File: src/rtl/cbm_pkg.sv
package cbm_pkg;
  localparam int unsigned CELL_WORDS = 13;
  localparam int unsigned HDR_BYTES  = 4;
  localparam int unsigned SCR_LEN    = 43;
  localparam logic [7:0]  HEC_COSET  = 8'h55;
  localparam logic [31:0] IDLE_HDR   = 32'h0000_0001;
  localparam logic [7:0]  IDLE_FILL  = 8'h6A;

  function automatic logic [7:0] hec_calc(input logic [31:0] hdr);
    logic [7:0] crc;
    logic       fb;
    crc = '0;
    for (int i = 31; i >= 0; i--) begin
      fb  = crc[7] ^ hdr[i];
      crc = {crc[6:0], 1'b0} ^ (fb ? 8'h07 : 8'h00);
    end
    return crc ^ HEC_COSET;
  endfunction

  // returns {next_state, scrambled_byte}
  function automatic logic [SCR_LEN+7:0] scr_step(input logic [SCR_LEN-1:0] st,
                                                  input logic [7:0] d);
    logic [7:0] o;
    for (int i = 7; i >= 0; i--) begin
      o[i] = d[i] ^ st[SCR_LEN-1];
      st   = {st[SCR_LEN-2:0], o[i]};
    end
    return {st, o};
  endfunction
endpackage

File: src/rtl/cbm_lane.sv
module cbm_lane
  import cbm_pkg::*;
#(
  parameter int unsigned WORDS = CELL_WORDS
) (
  input  logic        clk_i,
  input  logic        rst_ni,
  input  logic        wr_en_i,
  input  logic        wr_sop_i,
  input  logic [31:0] wr_data_i,
  input  logic        adv_i,
  output logic [7:0]  byte_o,
  output logic        sop_o,
  output logic        space_o
);
  localparam int unsigned IN_BYTES = 4 * WORDS;
  localparam int unsigned LAST_POS = IN_BYTES;      // 53 bytes out: 0..52
  localparam int unsigned POS_W    = $clog2(LAST_POS + 1);
  localparam int unsigned CNT_W    = $clog2(WORDS);
  localparam int unsigned BIX_W    = $clog2(IN_BYTES);

  logic [31:0]        mem_q [2][WORDS];
  logic [1:0]         full_q, full_d;
  logic               wr_bank_q, wr_act_q;
  logic [CNT_W-1:0]   wr_cnt_q;
  logic               rd_bank_q, real_q;
  logic [POS_W-1:0]   pos_q;
  logic [SCR_LEN-1:0] scr_q;

  // write side
  logic wr_first, wr_more, wr_done;
  assign wr_first = wr_en_i && wr_sop_i && !full_q[wr_bank_q];
  assign wr_more  = wr_en_i && !wr_sop_i && wr_act_q;
  assign wr_done  = wr_more && (wr_cnt_q == CNT_W'(WORDS - 1));

  always_ff @(posedge clk_i) begin
    if (wr_first) mem_q[wr_bank_q][0] <= wr_data_i;
    else if (wr_more) mem_q[wr_bank_q][wr_cnt_q] <= wr_data_i;
  end

  always_ff @(posedge clk_i or negedge rst_ni) begin
    if (!rst_ni) begin
      wr_act_q  <= 1'b0;
      wr_cnt_q  <= '0;
      wr_bank_q <= 1'b0;
    end else if (wr_en_i && wr_sop_i) begin
      wr_act_q <= !full_q[wr_bank_q];
      wr_cnt_q <= CNT_W'(1);
    end else if (wr_done) begin
      wr_act_q  <= 1'b0;
      wr_bank_q <= !wr_bank_q;
    end else if (wr_more) begin
      wr_cnt_q <= wr_cnt_q + CNT_W'(1);
    end
  end

  // read side
  logic             live_real, cell_end;
  logic [31:0]      hdr_w, rd_w;
  logic [BIX_W-1:0] bidx;
  logic [7:0]       raw, stored;
  logic [SCR_LEN+7:0] scr_res;

  assign live_real = (pos_q == '0) ? full_q[rd_bank_q] : real_q;
  assign cell_end  = pos_q == POS_W'(LAST_POS);
  assign bidx      = (pos_q < POS_W'(HDR_BYTES)) ? BIX_W'(pos_q) : BIX_W'(pos_q - POS_W'(1));
  assign hdr_w     = mem_q[rd_bank_q][0];
  assign rd_w      = mem_q[rd_bank_q][bidx[BIX_W-1:2]];
  assign stored    = rd_w[8*(3 - bidx[1:0]) +: 8];

  always_comb begin
    if (pos_q == POS_W'(HDR_BYTES))
      raw = hec_calc(live_real ? hdr_w : IDLE_HDR);
    else if (live_real)
      raw = stored;
    else if (pos_q < POS_W'(HDR_BYTES))
      raw = IDLE_HDR[8*(3 - pos_q[1:0]) +: 8];
    else
      raw = IDLE_FILL;
  end

  assign scr_res = scr_step(scr_q, raw);
  assign byte_o  = (pos_q > POS_W'(HDR_BYTES)) ? scr_res[7:0] : raw;
  assign sop_o   = pos_q == '0;
  assign space_o = !full_q[wr_bank_q];

  always_comb begin
    full_d = full_q;
    if (adv_i && cell_end && real_q) full_d[rd_bank_q] = 1'b0;
    if (wr_done) full_d[wr_bank_q] = 1'b1;
  end

  always_ff @(posedge clk_i or negedge rst_ni) begin
    if (!rst_ni) begin
      full_q    <= '0;
      pos_q     <= '0;
      real_q    <= 1'b0;
      rd_bank_q <= 1'b0;
      scr_q     <= '0;
    end else begin
      full_q <= full_d;
      if (adv_i) begin
        pos_q <= cell_end ? '0 : pos_q + POS_W'(1);
        if (pos_q == '0) real_q <= full_q[rd_bank_q];
        if (cell_end && real_q) rd_bank_q <= !rd_bank_q;
        if (pos_q > POS_W'(HDR_BYTES)) scr_q <= scr_res[SCR_LEN+7:8];
      end
    end
  end

  assert_pos_range_R2: assert property (@(posedge clk_i) disable iff (!rst_ni)
    pos_q <= POS_W'(LAST_POS));
  assert_no_overwrite_R7: assert property (@(posedge clk_i) disable iff (!rst_ni)
    wr_act_q |-> !full_q[wr_bank_q]);
  assert_pause_hold_R8: assert property (@(posedge clk_i) disable iff (!rst_ni)
    !adv_i |=> $stable(pos_q) && $stable(scr_q) && $stable(rd_bank_q));
endmodule

File: src/rtl/cbm_rr_sel.sv
module cbm_rr_sel #(
  parameter int unsigned NUM = 4,
  localparam int unsigned SW = $clog2(NUM)
) (
  input  logic             clk_i,
  input  logic             rst_ni,
  input  logic             quad_mode_i,
  input  logic             slot_i,
  input  logic [NUM-1:0][7:0] lane_byte_i,
  input  logic [NUM-1:0]   lane_sop_i,
  output logic [NUM-1:0]   adv_o,
  output logic [7:0]       byte_o,
  output logic             sop_o,
  output logic [SW-1:0]    trib_o
);
  logic [SW-1:0] turn_q;
  logic          seen_q;

  for (genvar t = 0; t < NUM; t++) begin : g_adv
    assign adv_o[t] = slot_i && (turn_q == SW'(t));
  end

  always_ff @(posedge clk_i or negedge rst_ni) begin
    if (!rst_ni) begin
      turn_q <= '0;
      byte_o <= '0;
      sop_o  <= 1'b0;
      trib_o <= '0;
      seen_q <= 1'b0;
    end else if (slot_i) begin
      byte_o <= lane_byte_i[turn_q];
      sop_o  <= lane_sop_i[turn_q];
      trib_o <= turn_q;
      turn_q <= quad_mode_i ? turn_q + SW'(1) : '0;
      seen_q <= 1'b1;
    end
  end

  assert_rr_order_R6: assert property (@(posedge clk_i) disable iff (!rst_ni)
    quad_mode_i && slot_i && seen_q |=> trib_o == $past(trib_o) + SW'(1));
  assert_single_src_R5: assert property (@(posedge clk_i) disable iff (!rst_ni)
    !quad_mode_i && slot_i |=> trib_o == '0);
  assert_out_hold_R8: assert property (@(posedge clk_i) disable iff (!rst_ni)
    !slot_i |=> $stable(byte_o) && $stable(sop_o) && $stable(trib_o));
endmodule

File: src/rtl/cell_byte_mux.sv
module cell_byte_mux
  import cbm_pkg::*;
#(
  parameter int unsigned NUM_TRIB = 4,
  parameter int unsigned WORDS    = CELL_WORDS,
  localparam int unsigned TW      = $clog2(NUM_TRIB)
) (
  input  logic                clk_i,
  input  logic                rst_ni,
  input  logic                quad_mode_i,
  input  logic                word_valid_i,
  input  logic                word_sop_i,
  input  logic [TW-1:0]       word_trib_i,
  input  logic [31:0]         word_data_i,
  output logic [NUM_TRIB-1:0] space_o,
  input  logic                slot_i,
  output logic [7:0]          byte_o,
  output logic                byte_sop_o,
  output logic [TW-1:0]       byte_trib_o
);
  logic [NUM_TRIB-1:0][7:0] lane_byte;
  logic [NUM_TRIB-1:0]      lane_sop, adv;

  for (genvar t = 0; t < NUM_TRIB; t++) begin : g_lane
    logic wr_en;
    assign wr_en = word_valid_i &&
                   (quad_mode_i ? (word_trib_i == TW'(t)) : (t == 0));
    cbm_lane #(.WORDS(WORDS)) u_lane (
      .clk_i, .rst_ni,
      .wr_en_i  (wr_en),
      .wr_sop_i (word_sop_i),
      .wr_data_i(word_data_i),
      .adv_i    (adv[t]),
      .byte_o   (lane_byte[t]),
      .sop_o    (lane_sop[t]),
      .space_o  (space_o[t])
    );
  end

  cbm_rr_sel #(.NUM(NUM_TRIB)) u_sel (
    .clk_i, .rst_ni, .quad_mode_i, .slot_i,
    .lane_byte_i(lane_byte),
    .lane_sop_i (lane_sop),
    .adv_o      (adv),
    .byte_o     (byte_o),
    .sop_o      (byte_sop_o),
    .trib_o     (byte_trib_o)
  );
endmodule

File: config.mk
export PLATFORM = sky130hd
export DESIGN_NAME = cell_byte_mux
export DESIGN_NICKNAME = d
export VERILOG_FILES = /design/src/rtl/cbm_pkg.sv /design/src/rtl/cbm_lane.sv /design/src/rtl/cbm_rr_sel.sv /design/src/rtl/cell_byte_mux.sv
export SDC_FILE = /design/constraint.sdc
export NUM_CORES = 2
export LEC_CHECK = 0
export BUFFER_PORTS_ARGS = -buffer_cell sky130_fd_sc_hd__buf_2
export CAP_MARGIN = 20
export CORE_MARGIN = 2
export CORE_UTILIZATION = 60
export DETAILED_ROUTE_END_ITERATION = 10
export GPL_ROUTABILITY_DRIVEN = 0
export PLACE_DENSITY = 0.8
export SLEW_MARGIN = 20
export SYNTH_ARGS = -nofsm -noshare
export SYNTH_HDL_FRONTEND = slang
export SYNTH_SLANG_ARGS = --single-unit
File: constraint.sdc
create_clock -name clk_i -period 4.61 [get_ports clk_i]
set_input_delay 1.383 -clock clk_i [delete_from_list [all_inputs] [get_ports clk_i]]
set_output_delay 1.383 -clock clk_i [all_outputs]
set_load 0.01 [all_outputs]
==> results.json <==
{
  "yosysWarnings": 0,
  "worst_pin_slew_ps": 1240,
  "nNetsFinal": 8667,
  "initial_utilization": 0.602,
  "cp.required_ps": 5460,
  "outcome": "finished with violations",
  "std_cell_rows": 182,
  "syn-num-nets": 8221,
  "cts_root_buffer": "clkbuf_16",
  "path_delay_family": "compound AO/OA/AOI/OAI gates",
  "critPathLaunchType": "flop",
  "synthTopCellsByArea": "edfxtp_1, mux4_2, dfrtp_1",
  "nFillCells": 14400,
  "crit_buf_inv": 3,
  "numPortBuffers": 54,
  "fin_skew_ps": 68.1,
  "grt_use_total": 0.328,
  "synthCells": 8149,
  "ys_ff_latch": 3577,
  "slew_viol_final": 0,
  "vdd_drop_max_mv": 0.488,
  "syn_area_mm2": 0.148,
  "vias_per_cell": 6.99,
  "grt_pass1_vias": 85000,
  "met1_length_mm": 138,
  "finalHoldViolations": 0,
  "power_density_mw_per_mm2": 552,
  "drc_errors": 2,
  "min_period_over_period": 0.992,
  "min_period_ps": 4570,
  "drive_gt1_frac": 0.228,
  "layout_common_cells": "edfxtp_1, nand2_1, mux4_2, mux2i_1, clkbuf_16",
  "synth_area_per_cell_um2": 18.1,
  "timing.rr.start": "g_lane[3].u_lane.pos_q[3]",
  "wl_met2_mm": 191,
  "finalPower_uw": 92500,
  "cts_tree": "yes",
  "drv_cap": 0,
  "drt_iter0_markers": 14200,
  "maxSlewHeadroom": 0.174,
  "numCtsBuffers": 361,
  "arrival_ps": 5430,
  "rr_worst_depth": 14,
  "synthArstFlopShare": 0.0696,
  "r2r_end": "u_sel.byte_o[5]",
  "hold_ws_ps": 428,
  "ys_types": 98,
  "top_layer_used": "met5",
  "fmaxAchievable_ghz": 0.219,
  "htree_levels": 5,
  "detail-route-antenna-nets": 0,
  "wl_met3_mm": 56.1,
  "min_path_cells": 2,
  "synth_edf_count": 3328,
  "worstSetupPathType": "reg2reg",
  "layout_commonest_cell": "edfxtp_1",
  "setup_viol": 0,
  "violations": "DRC",
  "fp.dieArea_mm2": 0.250,
  "min-delay-path-class": "reg2reg",
  "synth_top_area_share": 0.677,
  "hp-start": "g_lane[2].u_lane.scr_q[33]",
  "areaGrowthSynthToFinish_pct": 13.5,
  "worstPathCellList": "o21bai_1, o41ai_4, buf_4, buf_16, mux4_2, mux2i_1, o21ai_0, a21oi_1, nor4_1, buf_4, a21oi_1, xnor2_1, a21o_1, a211o_1",
  "antenna_found_initial": 20,
  "netlist.top_cell.by_area": "edfxtp_1",
  "fp.coreArea_mm2": 0.245,
  "reg2reg_slack_ps": 40,
  "fp.dieW_um": 500,
  "routed-via-count": 84600,
  "grt_overflow": 0,
  "place_hpwl_mm": 240,
  "fp.dieH_um": 500,
  "holdPathEnd": "g_lane[2].u_lane.scr_q[41]",
  "io_pins": 55,
  "crit_fanout": 50,
  "synth_ff_type": "edfxtp_1",
  "clock_path_buffers": 4,
  "worst_path_max_delay_cell": "o41ai_4",
  "ys_seq_area_frac": 0.719,
  "clk_pin_slew_worst_paths_ps": 60,
  "grt_first_pass_wirelength_mm": 592,
  "setup.worst_path.end_class": "flop",
  "slowest_delay_ps": 550,
  "grt_max_degree": 90,
  "first_pass_iters": 11,
  "routed_wl_mm": 410,
  "p_leak_uw": 0.0546,
  "fin_setup_tns_ps": 0,
  "clock_sinks": 3577,
  "crit_path_start": "g_lane[3].u_lane.pos_q[3]",
  "clkLatencyLatePin_ps": 1020,
  "wl_per_cell_um": 33.8
}
worst max path at each step:
stage	slack [ps]	end	cells after the start
detailed placement	-330	u_sel.byte_o[1]	14
CTS	100	u_sel.byte_o[3]	15
global placement	-250	u_sel.byte_o[1]	14
finish	40	u_sel.byte_o[5]	14
floorplan	440	g_lane[0].u_lane.mem_q[0][384]	5
global route	-70	u_sel.byte_o[6]	14
through the flow:
step / cell area [um^2] / std cells / util / setup WS, ps
2_1_floorplan: 148000 / 8149 / - / 444
3_3_place_gp: 156000 / 11400 / 0.636 / -248
3_5_place_dp: 156000 / 11400 / 0.636 / -329
4_1_cts: 167000 / 12100 / 0.683 / 96.2
5_1_grt: 168000 / 12100 / 0.683 / -65.2
6_report: 168000 / 12100 / 0.683 / 39.2
worst min-delay path, cell delays in order (launching register included):
cell     delay [ps]
dfrtp_1         340
nand2_1          50
nand2_1          50
kinds of logic after synthesis:
family / count (synthesis) / share of synthesized area
AND/OR/NAND/NOR: 1527 / 0.0453
adder cells (fa/ha/maj): 32 / 0.00271
buffers and inverters: 487 / 0.0164
flip-flops: 3577 / 0.719
XOR/XNOR: 476 / 0.0371
multiplexers: 1211 / 0.140
AO/OA/AOI/OAI: 839 / 0.0396
per-layer routing:
layer  vias up  track usage
li1      33500            -
met1     42600        0.439
met2      7071        0.506
met3      1421       0.0814
met4        10        0.167
met5         -            0
timing repair:
action | in CTS | in global routing
endpoints found under the setup margin | 4 | 7
hold buffers | 0 | 0
setup buffers | 5 | 3
endpoints found under the hold margin | 0 | 0
pin swaps | 3 | 3
resized for setup | 8 | 22
gates cloned | 1 | 1
state kept, by name, indices dropped and copies added (netlist names):
name                     flops
g_lane.u_lane.mem_q       3328
g_lane.u_lane.scr_q        172
g_lane.u_lane.pos_q         24
g_lane.u_lane.wr_cnt_q      16
g_lane.u_lane.full_q         8
u_sel.byte_o                 8
g_lane.u_lane.rd_bank_q      4
g_lane.u_lane.real_q         4
g_lane.u_lane.wr_act_q       4
g_lane.u_lane.wr_bank_q      4
u_sel.trib_o                 2
u_sel.turn_q                 2
u_sel.sop_o                  1
power by group:
group	internal, uW	total [uW]	switching [uW]
Sequential	36200	36900	733
Combinational	9940	27100	17200
Clock	16200	28500	12200
Total	62400	92500	30100
synth_stat cells (all sizes together), types with 22 or more instances:
cell type	n
a211oi	50
a21oi	158
a221oi	27
a22oi	65
a311oi	26
a31oi	53
a32oi	22
and3	46
buf	279
clkbuf	167
dfrtp	249
edfxtp	3328
ha	32
inv	41
mux2	130
mux2i	413
mux4	668
nand2	779
nand3	166
nand4	45
nor2	310
nor3	66
nor4	26
o2111ai	27
o211ai	44
o21ai	132
o221ai	37
o22ai	40
xnor2	276
xnor3	84
xor2	108
area by class of cell:
type | count | area, um^2 | area share
Clock inverter | 195 | 1630 | 0.00972
Multi-Input combinational cell | 4085 | 40200 | 0.240
Clock buffer | 455 | 9680 | 0.0577
Timing Repair Buffer | 529 | 5710 | 0.0341
Antenna cell | 5 | 12.5 | 0.0000746
Inverter | 41 | 156 | 0.000933
Sequential cell | 3577 | 106000 | 0.633
Tap cell | 3220 | 4030 | 0.0240
Power figures use the tool's default switching activity.
